**src/rtl/spi_xcvr_pkg.sv**
```systemverilog
`timescale 1ns/1ps
package spi_xcvr_pkg;
   typedef enum logic [1:0] {
      A_CTRL = 2'd0,
      A_STAT = 2'd1,
      A_DATA = 2'd2,
      A_RSVD = 2'd3
   } reg_addr_e;

   localparam int B_EN   = 0;
   localparam int B_MST  = 1;
   localparam int B_LSB  = 2;
   localparam int B_RATE = 3;
   localparam int B_DBL  = 5;
   localparam int CTRL_BITS = 6;
endpackage

```
**src/rtl/spi_xcvr_sync.sv**
```systemverilog
`timescale 1ns/1ps
module spi_xcvr_sync #(
   parameter int          W       = 3,
   parameter int          STAGES  = 2,
   parameter logic [W-1:0] RST_VAL = '0
) (
   input  logic         clk,
   input  logic         rst_n,
   input  logic [W-1:0] d,
   output logic [W-1:0] q
);
   if (STAGES < 2) begin : g_chk_stages
      $error("spi_xcvr_sync: STAGES must be 2 or more");
   end

   logic [W-1:0] stg [STAGES];

   for (genvar i = 0; i < STAGES; i++) begin : g_stage
      if (i == 0) begin : g_first
         always_ff @(posedge clk or negedge rst_n) begin
            if (!rst_n) stg[0] <= RST_VAL;
            else        stg[0] <= d;
         end
      end else begin : g_next
         always_ff @(posedge clk or negedge rst_n) begin
            if (!rst_n) stg[i] <= RST_VAL;
            else        stg[i] <= stg[i-1];
         end
      end
   end

   assign q = stg[STAGES-1];
endmodule

```
**src/rtl/spi_xcvr_clkgen.sv**
```systemverilog
`timescale 1ns/1ps
module spi_xcvr_clkgen #(
   parameter int MAX_DIV = 128
) (
   input  logic       clk,
   input  logic       rst_n,
   input  logic       run,
   input  logic [1:0] rate_sel,
   input  logic       dbl,
   output logic       sck,
   output logic       rise_p,
   output logic       fall_p
);
   localparam int CNT_W = $clog2(MAX_DIV / 2);

   if (MAX_DIV < 128) begin : g_chk_div
      $error("spi_xcvr_clkgen: MAX_DIV must cover divide by 128");
   end

   logic [2:0]       div_log;
   logic [2:0]       half_log;
   logic [CNT_W-1:0] half_m1;
   logic [CNT_W-1:0] cnt;
   logic             tick;

   always_comb begin
      unique case (rate_sel)
         2'd0:    div_log = 3'd2;
         2'd1:    div_log = 3'd4;
         2'd2:    div_log = 3'd6;
         default: div_log = 3'd7;
      endcase
      half_log = div_log - {2'b00, dbl} - 3'd1;
      half_m1  = CNT_W'((32'd1 << half_log) - 32'd1);
   end

   assign tick   = run && (cnt == half_m1);
   assign rise_p = tick && !sck;
   assign fall_p = tick && sck;

   always_ff @(posedge clk or negedge rst_n) begin
      if (!rst_n) begin
         cnt <= '0;
         sck <= 1'b0;
      end else if (!run) begin
         cnt <= '0;
         sck <= 1'b0;
      end else if (tick) begin
         cnt <= '0;
         sck <= ~sck;
      end else begin
         cnt <= cnt + 1'b1;
      end
   end

   assert_toggle_needs_run_R5: assert property (@(posedge clk) disable iff (!rst_n)
      $rose(sck) |-> $past(run));
endmodule

```
**src/rtl/spi_xcvr_shift.sv**
```systemverilog
`timescale 1ns/1ps
module spi_xcvr_shift #(
   parameter int W = 8
) (
   input  logic         clk,
   input  logic         rst_n,
   input  logic         load,
   input  logic [W-1:0] load_val,
   input  logic         sample_p,
   input  logic         shift_p,
   input  logic         in_bit,
   input  logic         lsb_first,
   output logic         out_bit,
   output logic [W-1:0] sr_q,
   output logic [W-1:0] nxt,
   output logic         done_p,
   output logic [$clog2(W)-1:0] bit_cnt
);
   localparam int CW = $clog2(W);

   if (W < 2) begin : g_chk_w
      $error("spi_xcvr_shift: W must be 2 or more");
   end

   logic samp;

   assign nxt     = lsb_first ? {samp, sr_q[W-1:1]} : {sr_q[W-2:0], samp};
   assign out_bit = lsb_first ? sr_q[0] : sr_q[W-1];
   assign done_p  = shift_p && (bit_cnt == CW'(W-1));

   always_ff @(posedge clk or negedge rst_n) begin
      if (!rst_n) begin
         sr_q    <= '0;
         bit_cnt <= '0;
         samp    <= 1'b0;
      end else begin
         if (sample_p) samp <= in_bit;
         if (load) begin
            sr_q    <= load_val;
            bit_cnt <= '0;
         end else if (shift_p) begin
            sr_q    <= nxt;
            bit_cnt <= done_p ? '0 : bit_cnt + 1'b1;
         end
      end
   end
endmodule

```
**src/rtl/spi_xcvr.sv**
```systemverilog
`timescale 1ns/1ps
module spi_xcvr
   import spi_xcvr_pkg::*;
#(
   parameter int DATA_W      = 8,
   parameter int MAX_DIV     = 128,
   parameter int SYNC_STAGES = 2
) (
   input  logic              clk,
   input  logic              rst_n,
   input  logic [1:0]        host_addr,
   input  logic              host_wr,
   input  logic              host_rd,
   input  logic [DATA_W-1:0] host_wdata,
   output logic [DATA_W-1:0] host_rdata,
   output logic              sck_out,
   output logic              mosi_out,
   output logic              ss_n_out,
   input  logic              miso_in,
   input  logic              sck_in,
   input  logic              mosi_in,
   input  logic              ss_n_in,
   output logic              miso_out
);
   localparam int CW = $clog2(DATA_W);

   if (DATA_W < CTRL_BITS + 2) begin : g_chk_w
      $error("spi_xcvr: DATA_W too narrow for control register");
   end

   logic [DATA_W-1:0] ctrl_q, tx_hold, rx_buf, sr_q, nxt, load_val;
   logic [CW-1:0]     bit_cnt;
   logic [1:0]        arm;
   logic              m_busy, st_done, st_wcol;
   logic              sck_s, ss_s, mosi_s, sck_d;
   logic              sck_g, rise_p, fall_p;
   logic              load, sample_p, shift_p, in_bit, out_bit, done_p;

   wire en       = ctrl_q[B_EN];
   wire is_mst   = ctrl_q[B_MST];
   wire lsb      = ctrl_q[B_LSB];
   wire dbl      = ctrl_q[B_DBL];
   wire [1:0] rs = ctrl_q[B_RATE+1:B_RATE];

   wire wr_ctrl  = host_wr && (host_addr == A_CTRL);
   wire wr_data  = host_wr && (host_addr == A_DATA);
   wire rd_stat  = host_rd && (host_addr == A_STAT);
   wire acc_data = (host_wr || host_rd) && (host_addr == A_DATA);

   wire slv_mode = en && !is_mst;
   wire slv_sel  = slv_mode && !ss_s;
   wire in_xfer  = m_busy || slv_sel;
   wire start    = wr_data && en && is_mst && !m_busy;
   wire coll     = wr_data && in_xfer;
   wire s_rise   = slv_sel && sck_s && !sck_d;
   wire s_fall   = slv_sel && !sck_s && sck_d;

   spi_xcvr_sync #(.W(3), .STAGES(SYNC_STAGES), .RST_VAL(3'b010)) u_sync (
      .clk(clk), .rst_n(rst_n),
      .d({sck_in, ss_n_in, mosi_in}),
      .q({sck_s, ss_s, mosi_s})
   );

   spi_xcvr_clkgen #(.MAX_DIV(MAX_DIV)) u_clkgen (
      .clk(clk), .rst_n(rst_n), .run(m_busy), .rate_sel(rs), .dbl(dbl),
      .sck(sck_g), .rise_p(rise_p), .fall_p(fall_p)
   );

   assign load     = start || (slv_mode && ss_s);
   assign load_val = start ? host_wdata : tx_hold;
   assign sample_p = m_busy ? rise_p : s_rise;
   assign shift_p  = m_busy ? fall_p : s_fall;
   assign in_bit   = m_busy ? miso_in : mosi_s;

   spi_xcvr_shift #(.W(DATA_W)) u_shift (
      .clk(clk), .rst_n(rst_n), .load(load), .load_val(load_val),
      .sample_p(sample_p), .shift_p(shift_p), .in_bit(in_bit), .lsb_first(lsb),
      .out_bit(out_bit), .sr_q(sr_q), .nxt(nxt), .done_p(done_p), .bit_cnt(bit_cnt)
   );

   always_ff @(posedge clk or negedge rst_n) begin
      if (!rst_n) begin
         ctrl_q  <= '0;
         tx_hold <= '0;
         rx_buf  <= '0;
         m_busy  <= 1'b0;
         st_done <= 1'b0;
         st_wcol <= 1'b0;
         arm     <= 2'b00;
         sck_d   <= 1'b0;
      end else begin
         sck_d <= sck_s;
         if (wr_ctrl) ctrl_q <= host_wdata;
         if (wr_data && !in_xfer) tx_hold <= host_wdata;
         if (done_p) rx_buf <= nxt;

         if (!en)                  m_busy <= 1'b0;
         else if (start)           m_busy <= 1'b1;
         else if (m_busy && done_p) m_busy <= 1'b0;

         if (rd_stat)       arm <= {st_wcol, st_done};
         else if (acc_data) arm <= 2'b00;

         if (done_p)                 st_done <= 1'b1;
         else if (acc_data && arm[0]) st_done <= 1'b0;

         if (coll)                   st_wcol <= 1'b1;
         else if (acc_data && arm[1]) st_wcol <= 1'b0;
      end
   end

   always_comb begin
      unique case (host_addr)
         A_CTRL:  host_rdata = ctrl_q;
         A_STAT:  host_rdata = {{(DATA_W-2){1'b0}}, st_wcol, st_done};
         A_DATA:  host_rdata = rx_buf;
         default: host_rdata = '0;
      endcase
   end

   assign sck_out  = sck_g;
   assign mosi_out = out_bit;
   assign miso_out = out_bit;
   assign ss_n_out = !m_busy;

   assert_sck_rests_low_R2: assert property (@(posedge clk) disable iff (!rst_n)
      !m_busy |=> !sck_out);
   assert_done_sets_flag_R6: assert property (@(posedge clk) disable iff (!rst_n)
      done_p |=> st_done);
   assert_wcol_sets_flag_R7: assert property (@(posedge clk) disable iff (!rst_n)
      (m_busy && wr_data) |=> st_wcol);
   assert_wcol_no_corrupt_R7: assert property (@(posedge clk) disable iff (!rst_n)
      (m_busy && wr_data && !shift_p) |=> (sr_q == $past(sr_q)));
   assert_abort_resets_count_R10: assert property (@(posedge clk) disable iff (!rst_n)
      (slv_mode && ss_s) |=> (bit_cnt == '0));
endmodule

```
**config.mk**
```make
export PLATFORM = sky130hd
export DESIGN_NAME = spi_xcvr
export DESIGN_NICKNAME = d
export VERILOG_FILES = /design/src/rtl/spi_xcvr_pkg.sv /design/src/rtl/spi_xcvr_sync.sv /design/src/rtl/spi_xcvr_clkgen.sv /design/src/rtl/spi_xcvr_shift.sv /design/src/rtl/spi_xcvr.sv
export SDC_FILE = /design/constraint.sdc
export NUM_CORES = 1
export LEC_CHECK = 0
export ABC_AREA = 1
export BUFFER_PORTS_ARGS = -buffer_cell sky130_fd_sc_hd__buf_2
export CAP_MARGIN = 20
export CORE_UTILIZATION = 40
export CTS_CLUSTER_SIZE = 16
export DETAILED_ROUTE_END_ITERATION = 10
export PLACE_DENSITY = 0.71
export RECOVER_POWER = 25
export SLEW_MARGIN = 40
export SYNTH_ARGS = -nofsm -noshare
export SYNTH_HDL_FRONTEND = slang
export SYNTH_SLANG_ARGS = --single-unit
```
**constraint.sdc**
```tcl
create_clock -name clk -period 2.8 [get_ports clk]
set_input_delay 0.28 -clock clk [delete_from_list [all_inputs] [get_ports clk]]
set_output_delay 0.28 -clock clk [all_outputs]
set_load 0.1 [all_outputs]
```
Word level (Yosys, flattened, before mapping)
Index checks and enable logic that the tools add are counted.

Register bits after elaboration: 55. Input bits: 18. Output and inout bits: 12. Word-level logic and storage cells: 95.

$add $sub $neg: 5. Eq/ne operators: 8. Shift-type cells: 1. Multiplexer cells: 26. Bitwise operators: 1. Reduce and logical (&&, ||, !) cells: 39.

Operators by type and width (number): two-way mux 8 bit (4); case mux 8 bit (3 select lines) (1); logical AND 1 bit (23); two-way mux 1 bit (13); two-way mux 6 bit (2); two-way mux 3 bit (3); case mux 3 bit (3 select lines) (1); nonzero test 2 bit (4); zero test 1 bit (7); adder 6 x 1 -> 6 bit (second input constant) (1); == test 6 bit (1); left shift 1 x 3 -> 6 bit (first input constant) (1); subtractor 6 x 1 -> 6 bit (second input constant) (1); == test 2 x 1 -> 1 bit (second input constant) (2); == test 2 bit (second input constant) (2); zero test 2 bit (2); two-way mux 2 bit (2); adder 3 x 1 -> 3 bit (second input constant) (1); == test 3 bit (second input constant) (1); logical OR 1 bit (3); != test 3 x 1 -> 1 bit (second input constant) (1); subtractor 3 x 1 -> 3 bit (1); subtractor 3 x 1 -> 3 bit (second input constant) (1); != test 2 x 1 -> 1 bit (second input constant) (1); NOT 1 bit (1).

Longest topological paths before layout
Gate-level depths: netlist (run 1).

Depth after elaboration: 15. Depth in mapped cells: 22. Depth with buffers taken out: 22.

Modules after synthesis
From an unflattened synthesis (run 1), not the netlist that was laid out.

Cells, all modules: 401. Area total of the unflattened synthesis: 3205.6 µm².

Modules (own cells, without submodules): spi_xcvr (times used 1, cells an instance 191, area an instance 1559.0 µm², sequential area each 750.7 µm²); spi_xcvr_shift (times used 1, cells an instance 104, area an instance 759.5 µm², sequential area each 300.3 µm²); spi_xcvr_clkgen (times used 1, cells an instance 97, area an instance 711.9 µm², sequential area each 175.2 µm²); spi_xcvr_sync (times used 1, cells an instance 9, area an instance 175.2 µm², sequential area each 152.6 µm²).

Worst setup path before layout (run 1)
OpenSTA, ideal clock, no wires.

Path type: register to output. Start point: register ctrl_q[2]. End point: output port host_rdata[2]. Arrival: 2961 ps. Required time: 2520 ps. Slack: -441 ps. Stages on the path, launching flop included: 4. Buffers on the path: 1. Cells stage by stage: dfrtp_1 -> clkbuf_1 -> inv_1 -> o21ai_0.

Longest elaborated chain between the ends: 1.

Ends and longest elaborated chain: from (decl) (line spi_xcvr.sv:31) `logic [DATA_W-1:0] ctrl_q, tx_hold, rx_buf, sr_q, nxt, load_val;`; from (signal assigned) (line spi_xcvr.sv:93) `if (wr_ctrl) ctrl_q <= host_wdata;`; case mux 8 bit (3 select lines) (line spi_xcvr.sv:113) `unique case (host_addr)`; to (decl) (line spi_xcvr.sv:15) `output logic [DATA_W-1:0] host_rdata,`.

Every way passes these cells.

Worst setup path after layout (run 1)
Start point: register ctrl_q[3]. End point: register u_shift.sr_q[7].

Longest elaborated chain between the ends: 11. Elaborated cells between the ends (all ways): 13. Those cells by class: add/sub (3); eq/ne (3); shift (1); mux (2); reduce/logical (4).

Ends and longest elaborated chain: == test 2 bit (tied with other cells) (line spi_xcvr_clkgen.sv:27) `unique case (rate_sel)`; case mux 3 bit (3 select lines) (*) (line spi_xcvr_clkgen.sv:27); subtractor 3 x 1 -> 3 bit (*) (2 in a row) (line spi_xcvr_clkgen.sv:33) `half_log = div_log - {2'b00, dbl} - 3'd1;`; left shift 1 x 3 -> 6 bit (*) (line spi_xcvr_clkgen.sv:34) `half_m1 = CNT_W'((32'd1 << half_log) - 32'd1);`; subtractor 6 x 1 -> 6 bit (*) (line spi_xcvr_clkgen.sv:34); == test 6 bit (*) (line spi_xcvr_clkgen.sv:37) `assign tick = run && (cnt == half_m1);`; logical AND 1 bit (*) (line spi_xcvr_clkgen.sv:37); logical AND 1 bit (*) (line spi_xcvr_clkgen.sv:39) `assign fall_p = tick && sck;`; two-way mux 1 bit (*) (line spi_xcvr.sv:72) `assign shift_p = m_busy ? fall_p : s_fall;`; nonzero test 2 bit (no source line) (*); to (signal assigned) (line spi_xcvr_shift.sv:39) `sr_q <= load_val;`; to (signal assigned) (line spi_xcvr_shift.sv:42) `sr_q <= nxt;`; to (decl) (line spi_xcvr_shift.sv:14) `output logic [W-1:0] sr_q,`.

Mark *: on every way between the ends. The rest lies on a longest branch, timed or not. A chain may end at the register's enable or synchronous reset.

==> impl_metrics.json, run 1 <==
{
  "status": "finished, final reports clean",
  "syn_nets": 355,
  "start_kind": "flip-flop",
  "cpMostUsedCell": "nand2_1",
  "drc": 0,
  "crit_chain": "nand2_1 -> inv_1 -> ha_2 -> inv_2 -> ha_4 -> inv_2 -> nor2_4 -> nand3_2 -> ha_4 -> xor2_1 -> nand2_1 -> inv_1 -> nand3_1 -> nor2_1 -> nand3_2 -> nand2_8 -> nand2_8 -> nand2_8 -> nand2_1 -> nand2_1",
  "crit_path_end": "u_shift.sr_q[7]",
  "end_kind": "flip-flop",
  "grt_pass1_wl_um": 10260,
  "p_switching_uw": 915.7,
  "place_congestion": 0.8912,
  "cp_slowest_cell": "dfrtp_1",
  "critical-path-max-stage-delay_ns": 0.40,
  "nNetsFinal": 397,
  "port-buffer-count": 29,
  "yosysWarnings": 0,
  "synth_top_area_share_pct": 46.70,
  "power_density_nw_per_um2": 700.3,
  "p_int_mw": 1.492,
  "hpwl_um": 4474,
  "rsz0062_at_grt": "true",
  "yosysMostFrequentCell": "nand2_1",
  "finalSetupViolations": 0,
  "root_buffer": "clkbuf_8",
  "drtPass1Iterations": 5,
  "placed_area_um2": 3092,
  "path_depth": 20,
  "max_clock_freq_mhz": 363.5,
  "finalInstanceArea_um2": 3438,
  "critical_path_required_ns": 3.05,
  "wl_um": 6540,
  "min_period_ns": 2.751,
  "avgViaCountPerCell": 5.109,
  "seq_area_um2": 1379,
  "finalHoldViolCount": 0,
  "reg2reg_depth": 20,
  "dieArea_um2": 7442,
  "clock_skew_ns": 0.004651,
  "synthArstFlopShare_pct": 100.0,
  "die_h_um": 86.27,
  "cts_sinks": 55,
  "clock_path_buffers": 2,
  "core-area_um2": 6832,
  "r2r_slack_ns": 0.05,
  "cp_max_fo": 8,
  "grt_max_degree": 56,
  "pin_count": 30,
  "power_frac_seq_pct": 42.6,
  "swShare_pct": 38.03,
  "synth_enable_flop_cells": 0,
  "maxCapViolCount": 0,
  "critPathLaunch": "ctrl_q[3]",
  "antenna_cells": 0,
  "finalCritPeriodShare_pct": 98.26,
  "syn_area_um2": 2840,
  "synth.distinct_cells": 35,
  "tightest_slew_ns": 1.321,
  "synth_top_area_cell": "dfrtp_1",
  "fp.dieW_um": 86.27,
  "clock_power_share_pct": 22.9,
  "power_leakage_nw": 1.666,
  "gr-total-overflow": 0,
  "areaGrowthSynthToFinish_pct": 21.06,
  "p_total_mw": 2.408,
  "ctsHoldBuffers": 0,
  "cp.buffers_inverters": 4,
  "numCtsBuffers": 5,
  "drive_gt1_share_pct": 27.01,
  "drt_iter0_markers": 138,
  "antenna_found_initial": 0,
  "vias": 2401,
  "r2r_end": "u_shift.sr_q[7]",
  "grtUsageTotal_pct": 17.80,
  "relSlewSlack_pct": 11.91,
  "fillers": 637,
  "crit_arrival_ns": 3.00,
  "antenna_left": 0,
  "first_global_vias": 2197,
  "cp_top_family": "simple AND/OR/NAND/NOR gates",
  "start_util_pct": 41.58,
  "dominantRegCellSynth": "dfrtp_1",
  "combPwrFrac_pct": 34.4,
  "finalMaxSlewViolations": 0,
  "yosysSeqAreaShare_pct": 48.55,
  "synthTopCellsByArea": "dfrtp_1, nand2_1, o21ai_0",
  "ir_drop_v": 0.0003232,
  "cts_tree": "built",
  "clk_pin_slew_ns": 0.10,
  "htree_num_levels": 2,
  "multi_input_area_um2": 1426,
  "synth_common_cells": "nand2_1, dfrtp_1, inv_1, o21ai_0, nand3_1",
  "yosys_register_bits": 55,
  "insertion_delay_ns": 0.30,
  "hold_class": "input pin to flip-flop",
  "rows": 30,
  "wl_per_cell_um": 13.91,
  "syn_inst": 331,
  "post_synth.cell_area_avg_um2": 8.581,
  "critPathKind": "flip-flop to flip-flop",
  "min_path_cells": 1,
  "r2r_start": "ctrl_q[3]"
}
## flip-flops by register name, summed over array words and instances (netlist names)
signal and cells:
st_wcol 1, u_sync.stg 3, u_clkgen.sck 1, rx_buf 8
u_shift.bit_cnt 3, m_busy 1, arm 2, tx_hold 8
u_shift.samp 1, st_done 1, ctrl_q 8, u_clkgen.cnt 6
sck_d 1, u_sync.q 3, u_shift.sr_q 8
## placed cells by master, fill, tap and decap left out, types with 3 or more instances in the layout
master and count:
inv_2 3, ha_1 3, o21ai_0 27, nand3_1 23
nand2_1 71, o21ai_2 9, o221ai_1 8, o21ai_1 3
a22o_1 3, dfrtp_1 53, nand2_8 3, mux2i_1 6
nor2_1 16, buf_2 29, xor2_1 3, nand3_4 3
inv_1 36, nand2_2 16, buf_4 8, nand3_2 3
clkbuf_8 6, nand4_1 13
## layout make-up
cell class,count,share of cell area (%)
Clock buffer,6,2.402
Clock inverter,2,1.128
Inverter,41,4.622
Multi-Input combinational cell,230,41.48
Sequential cell,55,40.10
Tap cell,96,3.493
Timing Repair Buffer,40,6.769
## metal layers
metal | vias up | part of all wire (%) | global-route usage, %
met3 | 4 | 5.2 | 3.714
met5 | - | 0 | 0
met1 | 1144 | 44 | 23.42
li1 | 1194 | - | -
met2 | 59 | 50 | 29.15
met4 | 0 | 0.87 | 6.364
## kinds of logic (layout without fill, tap and decap cells)
kind of cell | Yosys count | in the layout | synth area share [%]
and+or+nand+nor | 155 | 159 | 25.55
buffers and inverters | 50 | 89 | 7.224
muxes | 6 | 6 | 2.115
xor gates and xnor gates | 3 | 3 | 0.9253
adders and majority gates | 6 | 6 | 2.643
DFF | 55 | 55 | 48.55
AOI/OAI and AO/OA | 56 | 56 | 13.00
## power by group through the flow
stage / registers [mW] / logic, mW / clock network, mW
finish: 1.03 / 0.829 / 0.552
global route: 1.04 / 0.910 / 0.602
CTS: 1.02 / 0.755 / 0.566
detailed placement: 1.04 / 0.749 / 0
global placement: 1.04 / 0.736 / 0
floorplan: 1.01 / 0.595 / 0
## worst min-delay path by stage
stage	from	end
6_report	ss_n_in	u_sync.stg[4]
4_1_cts	ss_n_in	u_sync.stg[4]
5_1_grt	ss_n_in	u_sync.stg[4]
3_3_place_gp	u_sync.stg[3]	u_sync.q[0]
3_5_place_dp	u_sync.stg[3]	u_sync.q[0]
2_1_floorplan	rst_n	arm[0]
## what timing repair did
action                     in CTS  in global routing
pin swaps                       0                 15
resized for setup               3                 36
cloned                          1                  3
setup buffers                   0                  6
setup endpoints to repair      17                 25
## stage by stage
stage          utilization (%)  setup WS [ns]  hold WS [ns]  TNS, ns  instances
5_1_grt                  50.33        -0.1427       0.04162   -2.860        470
3_5_place_dp             45.26       -0.02402        0.3396  -0.1945        452
6_report                 50.33        0.04868       0.06282        0        470
2_1_floorplan                -        -0.2085      -0.01559  -0.4171        331
3_3_place_gp             45.26         0.1064        0.3367        0        452
4_1_cts                  47.44        0.02146       0.05096        0        461
No activity file was read; power rests on OpenSTA's default activity.
==> run 2, diff against run 1 <==
==> constraint.sdc (replaced) <==
create_clock -name clk -period 2.4 [get_ports clk]
set_input_delay 0.24 -clock clk [delete_from_list [all_inputs] [get_ports clk]]
set_output_delay 0.24 -clock clk [all_outputs]
set_load 0.1 [all_outputs]
==> run 2 against run 1 <==
Net effect: the run now ends with setup timing left; wire length increased by 4.7%; global-route usage increased by 2.0 points; non-clock buffer count increased by 14; largest power group unchanged.
==> impl_metrics.json, run 2 (synthesis gave the netlist of run 1 again) <==
{
  "rows": 30,
  "status": "finished, violations left",
  "end_kind": "flip-flop",
  "antenna_found_initial": 0,
  "hpwl_um": 4760,
  "min_path_cells": 1,
  "start_kind": "flip-flop",
  "relSlewSlack_pct": 5.086,
  "numCtsBuffers": 5,
  "ir_drop_v": 0.0007145,
  "min_period_ns": 2.645,
  "rsz0062_at_grt": "true",
  "grt_max_degree": 32,
  "reg2reg_depth": 18,
  "cp_slowest_cell": "dfrtp_2",
  "crit_chain": "nand2_1 -> inv_1 -> ha_2 -> inv_2 -> ha_4 -> o21bai_4 -> nand4_1 -> ha_4 -> xor2_1 -> nand2_1 -> inv_1 -> nand3_2 -> nor2_4 -> nand3_4 -> nand2_8 -> nand3_4 -> nand2_2 -> o21ai_2",
  "drt_iter0_markers": 119,
  "place_inst": 466,
  "finalInstanceArea_um2": 3710,
  "hold_class": "input pin to flip-flop",
  "cts_tree": "built",
  "drive_gt1_share_pct": 34.79,
  "pin_count": 30,
  "cp_max_fo": 8,
  "port-buffer-count": 29,
  "mostFrequentLayoutCell": "nand2_1",
  "insertion_delay_ns": 0.32,
  "critical-path-max-stage-delay_ns": 0.43,
  "power_density_nw_per_um2": 779.4,
  "finalCritPeriodShare_pct": 110.2,
  "clk_pin_slew_ns": 0.10,
  "placed_area_um2": 3304,
  "max_clock_freq_mhz": 378.1,
  "gr-total-overflow": 0,
  "root_buffer": "clkbuf_8",
  "dieArea_um2": 7442,
  "clock_skew_ns": 0.006471,
  "tightest_slew_ns": 1.424,
  "wl_um": 6850,
  "place_congestion": 0.9382,
  "nNetsFinal": 411,
  "fp.dieW_um": 86.27,
  "finalHoldViolCount": 0,
  "finalMaxSlewViolations": 0,
  "critical_path_required_ns": 2.61,
  "vias": 2464,
  "core-area_um2": 6832,
  "final_cell_mix": "nand2_1, dfrtp_1, inv_1",
  "avgViaCountPerCell": 5.091,
  "drc": 0,
  "antenna_cells": 0,
  "areaGrowthSynthToFinish_pct": 30.62,
  "violations": "setup timing",
  "die_h_um": 86.27,
  "grt_pass1_wl_um": 11430,
  "finalSetupViolations": 29,
  "grtUsageTotal_pct": 19.84,
  "htree_num_levels": 2,
  "first_global_vias": 2346,
  "crit_arrival_ns": 2.85,
  "maxCapViolCount": 0,
  "fin_cells": 484,
  "cts_sinks": 55,
  "worst_slack_ns": -0.2447,
  "drtPass1Iterations": 4,
  "start_util_pct": 41.58,
  "critPathKind": "flip-flop to flip-flop",
  "clock_path_buffers": 2,
  "wl_per_cell_um": 14.15,
  "power_leakage_nw": 1.764,
  "antenna_left": 0
}
## run 2: cell count changes in the layout (fill, tap and decap cells not counted), moves of 7 or more
cell	before	now
nor2_1	16	9
buf_4	8	17
nand3_2	3	12
nand3_1	23	11
nor2_2	2	9
## run 2: cell type report
type | instances | area, um^2
Tap cell | 96 | 120.1
Clock inverter | 2 | 37.54
Sequential cell | 55 | 1380
Multi-Input combinational cell | 230 | 1549
Fill cell | 617 | 3122
Clock buffer | 6 | 72.57
Inverter | 41 | 163.9
Timing Repair Buffer | 54 | 386.6
## run 2: metal layers
layer	track usage [%]	vias up	wire, um
met4	5.909	0	97
met1	26.40	1174	3068
met5	0	-	0
met3	3.429	10	292
li1	-	1219	-
met2	33.26	61	3391
## run 2: stage by stage
| stage | hold WS (ns) | setup TNS (ns) | utilization [%] | total power [mW] | setup slack [ns] |
|---|---|---|---|---|---|
| after floorplan | -0.05559 | -6.876 | - | 1.926 | -0.5285 |
| after global placement | 0.2674 | -5.549 | 48.37 | 2.170 | -0.2621 |
| after detailed placement | 0.2763 | -7.434 | 48.37 | 2.191 | -0.3515 |
| after CTS | 0.01192 | -6.026 | 52.77 | 2.843 | -0.2436 |
| after global routing | 0.003804 | -10.42 | 54.30 | 3.044 | -0.4012 |
| final | 0.01330 | -6.317 | 54.30 | 2.891 | -0.2447 |
## run 2: what timing repair did
| action | in CTS | in global routing |
|---|---|---|
| endpoints found under the hold margin | 22 | 0 |
| gates resized for setup | 25 | 26 |
| pin swaps | 14 | 9 |
| gates cloned | 4 | 0 |
| hold buffers | 1 | 0 |
| setup buffers | 4 | 2 |
| setup endpoints to repair | 29 | 29 |
## run 2: power by group
part / switching [mW] / internal, mW
sequential: 0.127 / 1.08
clock: 0.304 / 0.312
combinational: 0.691 / 0.382
## run 2: path summary, 6_finish.rpt
check | start | end | slack [ns]
setup reg to reg | ctrl_q[4] | rx_buf[3] | -0.24
hold / removal | ss_n_in | u_sync.stg[4] | 0.01
hold reg to reg | u_sync.stg[5] | u_sync.q[2] | 0.36
max in group asynchronous | rst_n | tx_hold[6] | 0.79
setup / recovery | ctrl_q[4] | rx_buf[3] | -0.24
min in group asynchronous | rst_n | u_shift.sr_q[2] | 0.79
## run 2: critical path, delay by kind of cell, from the launching register on
| kind | cells | cell delay [ns] |
|---|---|---|
| compound gates | 2 | 0.19 |
| xor+xnor | 1 | 0.15 |
| fa+ha+maj | 3 | 0.59 |
| buf+inv | 3 | 0.16 |
| flops | 1 | 0.43 |
| simple gates | 9 | 1.02 |
